<file path="config.mk">
export PLATFORM = sky130hd
export DESIGN_NAME = sertx_top
export DESIGN_NICKNAME = d
export VERILOG_FILES = /design/src/rtl/sertx_pkg.sv /design/src/rtl/sertx_hold.sv /design/src/rtl/sertx_seq.sv /design/src/rtl/sertx_top.sv
export SDC_FILE = /design/constraint.sdc
export NUM_CORES = 1
export LEC_CHECK = 0
export BUFFER_PORTS_ARGS = -buffer_cell sky130_fd_sc_hd__buf_2
export CAP_MARGIN = 20
export CORE_ASPECT_RATIO = 0.7
export CORE_MARGIN = 2
export CORE_UTILIZATION = 32
export DETAILED_ROUTE_END_ITERATION = 6
export SLEW_MARGIN = 20
export SYNTH_ARGS = -nofsm -noshare
export SYNTH_HDL_FRONTEND = slang
export SYNTH_SLANG_ARGS = --single-unit
</file>
<file path="constraint.sdc">
create_clock -name clk -period 2.3 [get_ports clk]
set_input_delay 0 -clock clk [delete_from_list [all_inputs] [get_ports clk]]
set_output_delay 0 -clock clk [all_outputs]
set_load 0.1 [all_outputs]
</file>
<file path="src/rtl/sertx_pkg.sv">
// Shared types for the serial transmitter.
// Assumes a frame is one start bit, 5..8 data bits, optional parity and a stop period.
package sertx_pkg;

    typedef enum logic [2:0] {
        SQ_IDLE,
        SQ_START,
        SQ_DATA,
        SQ_PAR,
        SQ_STOP
    } sq_state_t;

    typedef struct packed {
        logic [1:0] len;       // 0..3 -> 5..8 data bits
        logic       stop_long; // longer stop period
        logic       par_on;    // parity bit present
        logic       par_even;  // parity sense
        logic       par_stick; // forced parity level
    } frame_cfg_t;

endpackage

</file>
<file path="src/rtl/sertx_hold.sv">
// One-entry holding slot for the transmitter.
// Assumes that a write while full replaces the waiting character, and that a
// write in the cycle of a load refills the slot.
module sertx_hold #(
    parameter int DATA_W = 8
) (
    input  logic              clk,
    input  logic              rst_n,
    input  logic              wr_en,
    input  logic [DATA_W-1:0] wr_data,
    input  logic              load_i,
    output logic [DATA_W-1:0] hold_data,
    output logic              hold_empty
);

    logic full;

    // Occupancy: set by a write, cleared when the sequencer takes the character.
    always_ff @(posedge clk) begin
        if (!rst_n) full <= 1'b0;
        else        full <= wr_en | (full & ~load_i);
    end

    // Data capture on every write.
    always_ff @(posedge clk) begin
        if (!rst_n)     hold_data <= '0;
        else if (wr_en) hold_data <= wr_data;
    end

    assign hold_empty = ~full;

    AST_HOLD_RISE_ON_LOAD: assert property (@(posedge clk) disable iff (!rst_n)
        $rose(hold_empty) |-> $past(load_i));
    AST_WRITE_FILLS: assert property (@(posedge clk) disable iff (!rst_n)
        wr_en |=> !hold_empty);

endmodule

</file>
<file path="src/rtl/sertx_seq.sv">
// Frame sequencer: takes a character from the holding slot, captures the frame
// format, and steps through start, data, parity and stop on baud ticks.
// Assumes tick_i is a single-cycle pulse at OVS times the bit rate.
module sertx_seq
    import sertx_pkg::*;
#(
    parameter int DATA_W = 8,
    parameter int OVS    = 16
) (
    input  logic              clk,
    input  logic              rst_n,
    input  logic              tick_i,
    input  logic              hold_full_i,
    input  logic [DATA_W-1:0] hold_data_i,
    input  frame_cfg_t        cfg_i,
    output logic              load_o,
    output logic              line_o,
    output logic              idle_o
);

    localparam int MIN_BITS = DATA_W - 3;
    localparam int STOP_ONE = OVS;
    localparam int STOP_MID = OVS + OVS / 2;
    localparam int STOP_TWO = 2 * OVS;
    localparam int CW       = $clog2(STOP_TWO);
    localparam int IW       = $clog2(DATA_W);
    localparam logic [CW-1:0] BIT_LAST = CW'(OVS - 1);

    sq_state_t         state;
    logic [CW-1:0]     cnt;
    logic [CW-1:0]     stop_last;
    logic [CW-1:0]     lim;
    logic [IW-1:0]     idx;
    logic [IW-1:0]     last_idx;
    logic [DATA_W-1:0] shreg;
    logic              par_on;
    logic              par_bit;
    logic [DATA_W-1:0] len_mask;
    logic              ones_odd;
    logic              par_calc;

    // Take a waiting character only on a tick with the shifter free.
    assign load_o = tick_i & hold_full_i & (state == SQ_IDLE);
    assign idle_o = (state == SQ_IDLE);

    // Parity of the character as it will be framed.
    always_comb begin
        len_mask = ~({DATA_W{1'b1}} << (MIN_BITS + int'(cfg_i.len)));
        ones_odd = ^(hold_data_i & len_mask);
        if (cfg_i.par_stick)     par_calc = ~cfg_i.par_even;
        else if (cfg_i.par_even) par_calc = ones_odd;
        else                     par_calc = ~ones_odd;
    end

    // Last tick count of the current bit or of the stop period.
    assign lim = (state == SQ_STOP) ? stop_last : BIT_LAST;

    // Frame sequencing and format capture.
    always_ff @(posedge clk) begin
        if (!rst_n) begin
            state     <= SQ_IDLE;
            cnt       <= '0;
            idx       <= '0;
            last_idx  <= '0;
            stop_last <= '0;
            shreg     <= '0;
            par_on    <= 1'b0;
            par_bit   <= 1'b0;
        end else if (load_o) begin
            state    <= SQ_START;
            cnt      <= '0;
            idx      <= '0;
            shreg    <= hold_data_i;
            last_idx <= IW'(MIN_BITS - 1) + IW'(cfg_i.len);
            par_on   <= cfg_i.par_on;
            par_bit  <= par_calc;
            if (!cfg_i.stop_long)     stop_last <= CW'(STOP_ONE - 1);
            else if (cfg_i.len == '0) stop_last <= CW'(STOP_MID - 1);
            else                      stop_last <= CW'(STOP_TWO - 1);
        end else if (tick_i && state != SQ_IDLE) begin
            if (cnt == lim) begin
                cnt <= '0;
                case (state)
                    SQ_START: state <= SQ_DATA;
                    SQ_DATA: begin
                        shreg <= shreg >> 1;
                        if (idx == last_idx) state <= par_on ? SQ_PAR : SQ_STOP;
                        else                 idx   <= idx + 1'b1;
                    end
                    SQ_PAR:  state <= SQ_STOP;
                    default: state <= SQ_IDLE;
                endcase
            end else begin
                cnt <= cnt + 1'b1;
            end
        end
    end

    // Line level for the current frame element.
    always_comb begin
        case (state)
            SQ_START: line_o = 1'b0;
            SQ_DATA:  line_o = shreg[0];
            SQ_PAR:   line_o = par_bit;
            default:  line_o = 1'b1;
        endcase
    end

    AST_CNT_ONLY_ON_TICK: assert property (@(posedge clk) disable iff (!rst_n)
        (!tick_i) |=> ($stable(cnt) && $stable(state)));
    AST_BIT_CNT_RANGE: assert property (@(posedge clk) disable iff (!rst_n)
        (state != SQ_STOP) |-> (cnt < CW'(OVS)));
    AST_DATA_IDX_RANGE: assert property (@(posedge clk) disable iff (!rst_n)
        (state == SQ_DATA) |-> (idx <= last_idx));
    AST_STOP_LEN: assert property (@(posedge clk) disable iff (!rst_n)
        (state == SQ_STOP) |-> (cnt <= stop_last));

endmodule

</file>
<file path="src/rtl/sertx_top.sv">
// Configurable asynchronous serial transmitter: holding slot, frame
// sequencer and break override on the output line.
// Assumes the control inputs come from a register and baud_tick from a divider.
module sertx_top
    import sertx_pkg::*;
#(
    parameter int DATA_W = 8,
    parameter int OVS    = 16
) (
    input  logic              clk,
    input  logic              rst_n,
    input  logic              baud_tick,
    input  logic              wr_en,
    input  logic [DATA_W-1:0] wr_data,
    input  logic [1:0]        len_sel,
    input  logic              stop_sel,
    input  logic              par_en,
    input  logic              par_even,
    input  logic              par_stick,
    input  logic              brk,
    output logic              txd,
    output logic              hold_empty,
    output logic              tx_idle
);

    frame_cfg_t        cfg;
    logic [DATA_W-1:0] hold_data;
    logic              load;
    logic              line;
    logic              seq_idle;

    assign cfg = '{len: len_sel, stop_long: stop_sel, par_on: par_en,
                   par_even: par_even, par_stick: par_stick};

    sertx_hold #(.DATA_W(DATA_W)) u_hold (
        .clk(clk), .rst_n(rst_n), .wr_en(wr_en), .wr_data(wr_data),
        .load_i(load), .hold_data(hold_data), .hold_empty(hold_empty)
    );

    sertx_seq #(.DATA_W(DATA_W), .OVS(OVS)) u_seq (
        .clk(clk), .rst_n(rst_n), .tick_i(baud_tick), .hold_full_i(~hold_empty),
        .hold_data_i(hold_data), .cfg_i(cfg), .load_o(load), .line_o(line),
        .idle_o(seq_idle)
    );

    // Break forces a space on the line only; the sequencer keeps timing.
    assign txd     = brk ? 1'b0 : line;
    assign tx_idle = hold_empty & seq_idle;

    AST_BUSY_AFTER_LOAD: assert property (@(posedge clk) disable iff (!rst_n)
        load |=> !tx_idle);
    AST_IDLE_MARK: assert property (@(posedge clk) disable iff (!rst_n)
        (tx_idle && !brk) |-> txd);

endmodule

</file>
==> results of run 1 <==
-- final cells by class --
cell class / instances / area, sq um
Inverter: 2 / 7.51
Timing Repair Buffer: 40 / 275
Clock buffer: 6 / 82.6
Multi-Input combinational cell: 160 / 1030
Tap cell: 72 / 90.1
Sequential cell: 35 / 701
Clock inverter: 2 / 38.8
Fill cell: 561 / 3140
-- synth_stat cells (3+ instances only) --
cell      number  share of area
nand3_1       10          0.027
xnor2_1        4          0.019
dfxtp_1       35           0.38
nand2b_1       4          0.014
or4_1          3          0.012
or3_1          3          0.010
nor3_1         5          0.014
o21ai_0       11          0.030
and3_1         9          0.031
xor2_1         7          0.034
a21boi_0       6          0.025
clkbuf_1       6          0.012
a21oi_1        8          0.022
mux2i_1       11          0.060
nand2_1       19          0.039
a211oi_1       6          0.025
nor2b_1        9          0.031
nor2_1        20          0.041
-- power groups by stage --
stage	combinational (W)	clock, W	sequential [W]
3_5_place_dp	0.000173	0	0.000669
2_1_floorplan	0.000138	0	0.000659
3_3_place_gp	0.000171	0	0.000668
4_1_cts	0.000188	0.000609	0.000654
5_1_grt	0.000209	0.000633	0.000659
6_report	0.000188	0.000594	0.000655
-- routing by layer --
| metal | GRT usage | part of all wire |
|---|---|---|
| met1 | 0.215 | 0.55 |
| met2 | 0.203 | 0.41 |
| met3 | 0.0305 | 0.035 |
| met4 | 0.0489 | 0.010 |
| met5 | 0 | 0 |
-- logic make-up after synthesis --
kind of cell               after synthesis  synth area share
AOI/OAI and AO/OA                       41             0.147
xor gates and xnor gates                12            0.0653
adders and majority gates                2            0.0137
buffers and inverters                   15            0.0502
DFF                                     35             0.385
muxes                                   12            0.0667
and+or+nand+nor                         93             0.272
-- stage by stage --
step,hold slack (ns),utilization,std cells
global route,0.0249,0.414,317
detailed placement,0.267,0.368,296
finish,0.0126,0.414,317
floorplan,0.145,-,210
global placement,0.254,0.368,296
CTS,0.00597,0.411,315
-- state kept, by name (all words and copies together), names as in the netlist --
signal,flops
u_seq.idx,3
u_seq.par_bit,1
u_seq.cnt,5
u_hold.full,1
u_seq.state,3
u_seq.shreg,8
u_hold.hold_data,8
u_seq.stop_last,3
u_seq.last_idx,2
u_seq.par_on,1
-- worst register-to-register path: stages (launching register included) --
cell and delay [ns]:
dfxtp_1 0.43, nor4bb_1 0.39, xnor2_1 0.18, nand4_1 0.22
buf_4 0.22, or3_1 0.33, a21oi_1 0.14
-- path summary, 6_finish.rpt --
check	start	end	slack, ns	cells past startpoint
max reg2reg	u_seq.state[0]	u_seq.idx[0]	0.33	6
min reg2reg	u_seq.stop_last[4]	u_seq.stop_last[4]	0.49	2
min	len_sel[1]	u_seq.last_idx[1]	0.01	3
max	u_seq.state[0]	u_seq.idx[0]	0.33	6
-- what timing repair did --
item,in CTS,in global routing
hold buffers,11,0
endpoints found under the setup margin,0,1
hold endpoints to repair,11,0
setup buffers,0,2
==> flow_metrics.env, run 1 <==
export IMPL_rsz0062_at_grt="false"
export IMPL_firstDrtPassIters=4
export IMPL_io_pins=22
export IMPL_dpl_hpwl_um=2860
export IMPL_tritoncts="built"
export IMPL_wl_per_cell_um=12.7
export IMPL_drc=0
export IMPL_critPathArrivalTime_ns=2.19
export IMPL_synth_main_ff_cell="dfxtp_1"
export IMPL_syn_area_per_cell_sq_um=8.67
export IMPL_cts_htree_levels=2
export IMPL_status="complete, no violations"
export IMPL_worstMarginPinSlew_ns=0.490
export IMPL_ys_warn_count=0
export IMPL_grt_start_max_net_pins=31
export IMPL_die_w_um=94.2
export IMPL_wirelength_um=4030
export IMPL_grt_ovfl_total=0
export IMPL_maxSlewViolCount=0
export IMPL_powerDensity_nw_per_um2=646
export IMPL_syn2layout_area_growth_pct=22.1
export IMPL_clockBufferDepth=2
export IMPL_n_antenna_cell=0
export IMPL_viasPerCell=4.91
export IMPL_p_sw_frac=0.255
export IMPL_clock_latency_ns=0.29
export IMPL_combPwrFrac=0.131
export IMPL_slowest_delay_ns=0.43
export IMPL_power_static_leakage_nw=0.937
export IMPL_layout_common_cells="dfxtp_1, buf_2, nor2_1"
export IMPL_cts_buffers=5
export IMPL_p_seq_frac=0.456
export IMPL_hold_viol=0
export IMPL_layout_setup_ws_ns=0.328
export IMPL_switching_power_w=0.000366
export IMPL_power_total_w=0.00144
export IMPL_synth_edf_count=0
export IMPL_synth_area_sq_um=1820
export IMPL_cp_num_buf_inv=1
export IMPL_crit_path_start_kind="flip-flop"
export IMPL_post_place_ws_ns=0.285
export IMPL_crit_family="simple AND/OR/NAND/NOR gates"
export IMPL_die_area_sq_um=6320
export IMPL_row_count=22
export IMPL_portBuffers=21
export IMPL_cts_sinks=35
export IMPL_synth_seq_area_share=0.385
export IMPL_drtIter0Drc=75
export IMPL_core_sq_um=5370
export IMPL_syn_nets=231
export IMPL_fin_crit_ns=1.97
export IMPL_worst_ep_required_time_ns=2.51
export IMPL_power_internal_w=0.00107
export IMPL_hold_path_class="primary input to flip-flop"
export IMPL_ctsResizeCount=0
export IMPL_vias=1556
export IMPL_ys_ff_latch=35
export IMPL_maxCapViolations=0
export IMPL_final_common_cell="dfxtp_1"
export IMPL_die_y_um=67.1
export IMPL_critPathCaptureType="flip-flop"
export IMPL_ant_nets=0
export IMPL_placed_area_sq_um=1980
export IMPL_async_flop_share=0
export IMPL_ys_types=47
export IMPL_fin_setup_tns_ns=0
export IMPL_pwr_share_clk=0.413
export IMPL_grt_pass1_wl_um=7040
export IMPL_peakVddDrop_v=0.000371
export IMPL_fmax_mhz=507
export IMPL_syn_inst=210
export IMPL_cp_max_fo=13
export IMPL_drive_above_1_share=0.167
export IMPL_fin_area_sq_um=2220
export IMPL_nets=265
export IMPL_antenna_found_initial=0
export IMPL_skew_ns=0.00900
export IMPL_grt_usage=0.144
export IMPL_initial_core_util=0.339
export IMPL_cpMaxStageDelayCell="dfxtp_1"
export IMPL_crit_chain="nor4bb_1 > xnor2_1 > nand4_1 > buf_4 > or3_1 > a21oi_1"
export IMPL_clk_pin_slew_ns=0.07
export IMPL_setup_viol=0
export IMPL_grt_pass1_vias=1444
export IMPL_layout_worst_path_cycle_share=0.857
export IMPL_cts_root_buf="clkbuf_8"
export IMPL_slew_headroom=0.676
export IMPL_place_congestion=0.828
export IMPL_worstSetupPathType="flip-flop to flip-flop"
(Power assumes the default switching activity.)
==> run 2, diff against run 1 <==
CELL_PAD_IN_SITES_DETAIL_PLACEMENT = 1   (was default)
CELL_PAD_IN_SITES_GLOBAL_PLACEMENT = 1   (was default)
CTS_BUF_LIST = sky130_fd_sc_hd__clkbuf_4 sky130_fd_sc_hd__clkbuf_8   (was default)
PLACE_DENSITY_LB_ADDON = 0.1   (was default)
RECOVER_POWER = 50   (was default)
==> flow_metrics.env, run 2 (same netlist as run 1, synthesis figures left out) <==
export IMPL_power_static_leakage_nw=0.893
export IMPL_grt_start_max_net_pins=31
export IMPL_clock_latency_ns=0.28
export IMPL_syn2layout_area_growth_pct=17.7
export IMPL_powerDensity_nw_per_um2=607
export IMPL_fin_setup_tns_ns=0
export IMPL_portBuffers=21
export IMPL_cpMaxStageDelayCell="dfxtp_1"
export IMPL_cts_htree_levels=2
export IMPL_drive_above_1_share=0.146
export IMPL_cts_buffers=5
export IMPL_io_pins=22
export IMPL_grt_pass1_vias=1583
export IMPL_cts_root_buf="clkbuf_8"
export IMPL_final_common_cell="dfxtp_1"
export IMPL_cts_sinks=35
export IMPL_wirelength_um=4700
export IMPL_status="complete, no violations"
export IMPL_critPathCaptureType="flip-flop"
export IMPL_crit_family="simple AND/OR/NAND/NOR gates"
export IMPL_pwr_share_clk=0.350
export IMPL_antenna_found_initial=0
export IMPL_worstMarginPinSlew_ns=1.16
export IMPL_nets=260
export IMPL_die_y_um=67.1
export IMPL_wl_per_cell_um=15.1
export IMPL_switching_power_w=0.000355
export IMPL_fin_crit_ns=2.12
export IMPL_grt_ovfl_total=0
export IMPL_worst_hold_startpoint="len_sel[1]"
export IMPL_worst_ep_required_time_ns=2.50
export IMPL_core_sq_um=5370
export IMPL_setup_viol=0
export IMPL_peakVddDrop_v=0.000313
export IMPL_power_internal_w=0.000947
export IMPL_combPwrFrac=0.146
export IMPL_rsz0062_at_grt="false"
export IMPL_layout_common_cells="dfxtp_1, nor2_1, nand2_1"
export IMPL_maxCapViolations=0
export IMPL_grt_usage=0.163
export IMPL_power_total_w=0.00130
export IMPL_layout_worst_path_cycle_share=0.921
export IMPL_initial_core_util=0.339
export IMPL_crit_chain="nor4b_2 > mux2i_1 > and4_1 > nand2_1 > a211oi_1"
export IMPL_reg_largest_list="u_hold.hold_data: 8 flops, u_seq.shreg: 8 flops, u_seq.cnt: 5 flops"
export IMPL_cp_startpoint="u_seq.state[2]"
export IMPL_p_sw_frac=0.272
export IMPL_slowest_delay_ns=0.50
export IMPL_slew_headroom=0.232
export IMPL_die_w_um=94.2
export IMPL_ctsResizeCount=0
export IMPL_dpl_hpwl_um=3460
export IMPL_clockBufferDepth=2
export IMPL_hold_viol=0
export IMPL_drc=0
export IMPL_die_area_sq_um=6320
export IMPL_r2r_start="u_seq.state[2]"
export IMPL_clk_pin_slew_ns=0.07
export IMPL_fmax_mhz=472
export IMPL_tritoncts="built"
export IMPL_worstSetupPathType="flip-flop to flip-flop"
export IMPL_drtIter0Drc=56
export IMPL_skew_ns=0.00635
export IMPL_viasPerCell=4.97
export IMPL_ant_nets=0
export IMPL_grt_pass1_wl_um=7860
export IMPL_hold_path_class="primary input to flip-flop"
export IMPL_maxSlewViolCount=0
export IMPL_place_congestion=0.821
export IMPL_firstDrtPassIters=4
export IMPL_crit_path_start_kind="flip-flop"
export IMPL_row_count=22
export IMPL_critPathArrivalTime_ns=2.32
export IMPL_p_seq_frac=0.505
export IMPL_vias=1552
export IMPL_n_antenna_cell=0
export IMPL_cp_max_fo=10
export IMPL_cp_num_buf_inv=0
run 2: layout make-up:
class | instances | area (sq um)
clock buffer | 7 | 83.8
clock inverter | 1 | 5.00
fill | 655 | 3220
inverter | 2 | 7.51
multi-input combinational | 160 | 1030
sequential | 35 | 701
tap | 72 | 90.1
timing repair buffer | 35 | 228
run 2: worst register-to-register path: cells and delay by family, from the launching register on:
kind,cells,cell delay [ns]
and+or+nand+nor,3,1.00
DFF,1,0.50
muxes,1,0.28
AOI/OAI and AO/OA,1,0.27
run 2: timing repair:
action                                  4_1_cts  5_1_grt
endpoints found under the setup margin        0        2
endpoints found under the hold margin        10        0
setup buffers                                 0        1
hold buffers                                 10        0
run 2: worst paths after layout:
| check | to | slack (ns) | cells after the start |
|---|---|---|---|
| setup / recovery | u_seq.shreg[2] | 0.18 | 5 |
| hold / removal | u_seq.last_idx[1] | 0.01 | 3 |
| setup reg to reg | u_seq.shreg[2] | 0.18 | 5 |
| hold reg to reg | u_seq.stop_last[4] | 0.48 | 2 |
run 2: stage by stage:
stage                     worst slack, ns  instance area, sq um  hold WS, ns   util  std cells
after floorplan                     0.175                  1820        0.145      -        210
after global placement              0.319                  1950        0.250  0.364        293
after detailed placement            0.175                  1950        0.271  0.364        293
after CTS                           0.170                  2140      0.00811  0.399        311
after global routing              0.00191                  2140       0.0344  0.399        312
final                               0.182                  2140       0.0144  0.399        312
run 2: routing by layer:
layer  wire length, um  share of wire  GRT usage  vias to the layer above
met3               115          0.024     0.0373                        5
met2              1920           0.41      0.245                       16
met4                29         0.0062     0.0380                        0
li1                  -              -          -                      799
met5                 0              0          0                        -
met1              2630           0.56      0.238                      732
run 2: power by group through the flow:
stage | clock [W] | combinational [W] | sequential, W
detailed placement | 0 | 0.000180 | 0.000671
CTS | 0.000472 | 0.000193 | 0.000657
floorplan | 0 | 0.000138 | 0.000659
global route | 0.000501 | 0.000211 | 0.000660
finish | 0.000455 | 0.000190 | 0.000657
global placement | 0 | 0.000175 | 0.000669
==> run 3, diff against run 2 <==
--- a/config.mk
+++ b/config.mk
@@ -20,3 +20,4 @@
 export SYNTH_ARGS = -nofsm -noshare
 export SYNTH_HDL_FRONTEND = slang
+export SYNTH_HIERARCHICAL = 1
 export SYNTH_SLANG_ARGS = --single-unit
==> constraint.sdc (replaced) <==
create_clock -name clk -period 2.3 [get_ports clk]
set_input_delay 0.345 -clock clk [delete_from_list [all_inputs] [get_ports clk]]
set_output_delay 0.345 -clock clk [all_outputs]
set_load 0.1 [all_outputs]
==> flow_metrics.env, run 3 <==
export IMPL_status="complete, no violations"
export IMPL_synth_xor_area_frac=0.0729
export IMPL_critPathCaptureType="flip-flop"
export IMPL_hold_worst_slack_ns=0.269
export IMPL_yosysMostFrequentCell="dfxtp_1"
export IMPL_die_y_um=65.9
export IMPL_die_w_um=92.4
export IMPL_cp_num_buf_inv=0
export IMPL_synth_area_leaders="dfxtp_1, mux2i_1, xnor2_1"
export IMPL_peakVddDrop_v=0.000283
export IMPL_grt_pass1_vias=1489
export IMPL_syn_nets=214
export IMPL_clk_pin_slew_ns=0.07
export IMPL_n_antenna_cell=0
export IMPL_grt_usage=0.168
export IMPL_yosys_area_top_type="dfxtp_1"
export IMPL_viasPerCell=5.03
export IMPL_async_flop_share=0
export IMPL_clockBufferDepth=2
export IMPL_rsz0062_at_grt="true"
export IMPL_fin_area_sq_um=2030
export IMPL_combPwrFrac=0.125
export IMPL_cts_buffers=5
export IMPL_synth_seq_area_share=0.400
export IMPL_maxCapViolations=0
export IMPL_cts_htree_levels=2
export IMPL_synthTopCellsByCount="dfxtp_1, nand2_1, mux2i_1, nor2_1, nor2b_1"
export IMPL_powerDensity_nw_per_um2=700
export IMPL_synth_edf_count=0
export IMPL_fin_setup_tns_ns=0
export IMPL_synth_top_area_share=0.400
export IMPL_dpl_hpwl_um=3350
export IMPL_row_count=22
export IMPL_cp_max_fo=12
export IMPL_critPathArrivalTime_ns=2.42
export IMPL_post_route_util=0.387
export IMPL_core_sq_um=5260
export IMPL_drtIter0Drc=59
export IMPL_power_static_leakage_nw=0.807
export IMPL_crit_path_start_kind="flip-flop"
export IMPL_p_sw_frac=0.258
export IMPL_r2r_start="u_seq/state[0]"
export IMPL_wirelength_um=4540
export IMPL_pwr_share_clk=0.411
export IMPL_grt_ovfl_total=0
export IMPL_drive_above_1_share=0.177
export IMPL_fin_crit_ns=2.21
export IMPL_worstSetupPathType="flip-flop to flip-flop"
export IMPL_worst_ep_required_time_ns=2.52
export IMPL_synth_main_ff_cell="dfxtp_1"
export IMPL_cts_sinks=35
export IMPL_grt_start_max_net_pins=25
export IMPL_hold_viol=0
export IMPL_setup_viol=0
export IMPL_skew_ns=0.00446
export IMPL_wl_per_cell_um=15.8
export IMPL_nets=235
export IMPL_vias=1445
export IMPL_clock_latency_ns=0.30
export IMPL_fmax_mhz=453
export IMPL_hold_path_class="primary input to flip-flop"
export IMPL_grt_pass1_wl_um=7720
export IMPL_io_pins=22
export IMPL_slew_headroom=0.226
export IMPL_ant_nets=0
export IMPL_power_total_w=0.00142
export IMPL_switching_power_w=0.000367
export IMPL_ys_ff_latch=35
export IMPL_reg2reg_depth=5
export IMPL_worst_hold_startpoint="stop_sel"
export IMPL_slowest_delay_ns=0.59
export IMPL_firstDrtPassIters=4
export IMPL_path_depth=5
export IMPL_crit_chain="or4b_1 > o211ai_2 > nand4_4 > or4_1 > a21oi_1"
export IMPL_cp_startpoint="u_seq/state[0]"
export IMPL_crit_family="simple AND/OR/NAND/NOR gates"
export IMPL_worstMarginPinSlew_ns=1.17
export IMPL_yosys_area_share_simple=0.249
export IMPL_layout_common_cells="dfxtp_1, buf_2, nand2_1"
export IMPL_initial_core_util=0.333
export IMPL_antenna_found_initial=0
export IMPL_power_internal_w=0.00105
export IMPL_place_congestion=0.880
export IMPL_ys_warn_count=6
export IMPL_p_seq_frac=0.463
export IMPL_whs_path_depth=2
export IMPL_reg_largest_list="u_hold/hold_data: 8 flops, u_seq/shreg: 8 flops, u_seq/cnt: 5 flops"
export IMPL_synth_adder_area_share=0.0143
export IMPL_cpMaxStageDelayCell="or4b_1"
export IMPL_synth_top_family_by_area="simple AND/OR/NAND/NOR gates"
export IMPL_syn_inst=193
export IMPL_cts_root_buf="clkbuf_8"
export IMPL_synth_compound_area_frac=0.122
export IMPL_synthMuxAreaShare=0.0994
export IMPL_placed_area_sq_um=1910
export IMPL_ys_types=45
export IMPL_layout_worst_path_cycle_share=0.960
export IMPL_portBuffers=21
export IMPL_maxSlewViolCount=0
export IMPL_drc=0
export IMPL_tritoncts="built"
export IMPL_syn2layout_area_growth_pct=16.2
export IMPL_syn_area_per_cell_sq_um=9.07
export IMPL_die_area_sq_um=6090
export IMPL_synth_area_sq_um=1750
export IMPL_final_common_cell="dfxtp_1"
==> run 3: cell count changes after synthesis, sizes merged, moves of 3 or more <==
cell	delta
inv	+6
and3	-9
nor2b	+3
nand4	+3
nor2	-6
xnor2	+6
o21ai	-4
nand2b	-3
clkbuf	-3
mux2i	+6
a21boi	-5
xor2	-5
==> run 3: timing repair <==
action | in CTS | in global routing
resized for setup | 0 | 2
buffers inserted | 0 | 0
hold buffers | 0 | 0
endpoints found under the hold margin | 0 | 0
setup endpoints to repair | 0 | 3
==> run 3: worst paths after layout <==
check	endpoint	slack, ns
min	u_seq/stop_last[3]	0.27
max reg2reg	u_seq/idx[2]	0.09
min reg2reg	u_seq/shreg[7]	0.47
max	u_seq/idx[2]	0.09
==> run 3: logic make-up (layout without fill, tap and decap cells) <==
logic type,Yosys count,in the layout
xor gates and xnor gates,13,13
buffers and inverters,16,38
AOI/OAI and AO/OA,33,33
adders and majority gates,2,2
DFF,35,35
and+or+nand+nor,77,77
muxes,17,17
==> run 3: worst reg2reg max path, stage by stage, from the launching register on <==
cell	delay (ns)
dfxtp_1	0.43
or4b_1	0.59
o211ai_2	0.24
nand4_4	0.19
or4_1	0.50
a21oi_1	0.17
==> run 3: routing by layer <==
layer	global-route usage	vias up	wire, um
met4	0.0672	0	80
li1	-	722	-
met2	0.248	24	1860
met3	0.0525	7	214
met1	0.228	692	2380
met5	0	-	0
==> run 3: metrics by stage <==
step                std cells  worst slack (ns)
floorplan                 193             0.190
global placement          279             0.285
detailed placement        279             0.150
CTS                       287             0.125
global route              287           -0.0126
finish                    287            0.0921
==> run 3: power groups by stage <==
stage	combinational, W	sequential [W]	clock, W
floorplan	0.000138	0.000660	0
finish	0.000178	0.000659	0.000585
detailed placement	0.000179	0.000672	0
CTS	0.000180	0.000659	0.000605
global placement	0.000176	0.000672	0
global route	0.000194	0.000663	0.000632
==> run 3: cell type report <==
class / instances / area [sq um]
Inverter: 8 / 30.0
Fill cell: 621 / 3220
Sequential cell: 35 / 702
Tap cell: 72 / 90.1
Clock buffer: 6 / 82.6
Timing Repair Buffer: 22 / 111
Clock inverter: 2 / 35.0
Multi-Input combinational cell: 142 / 982
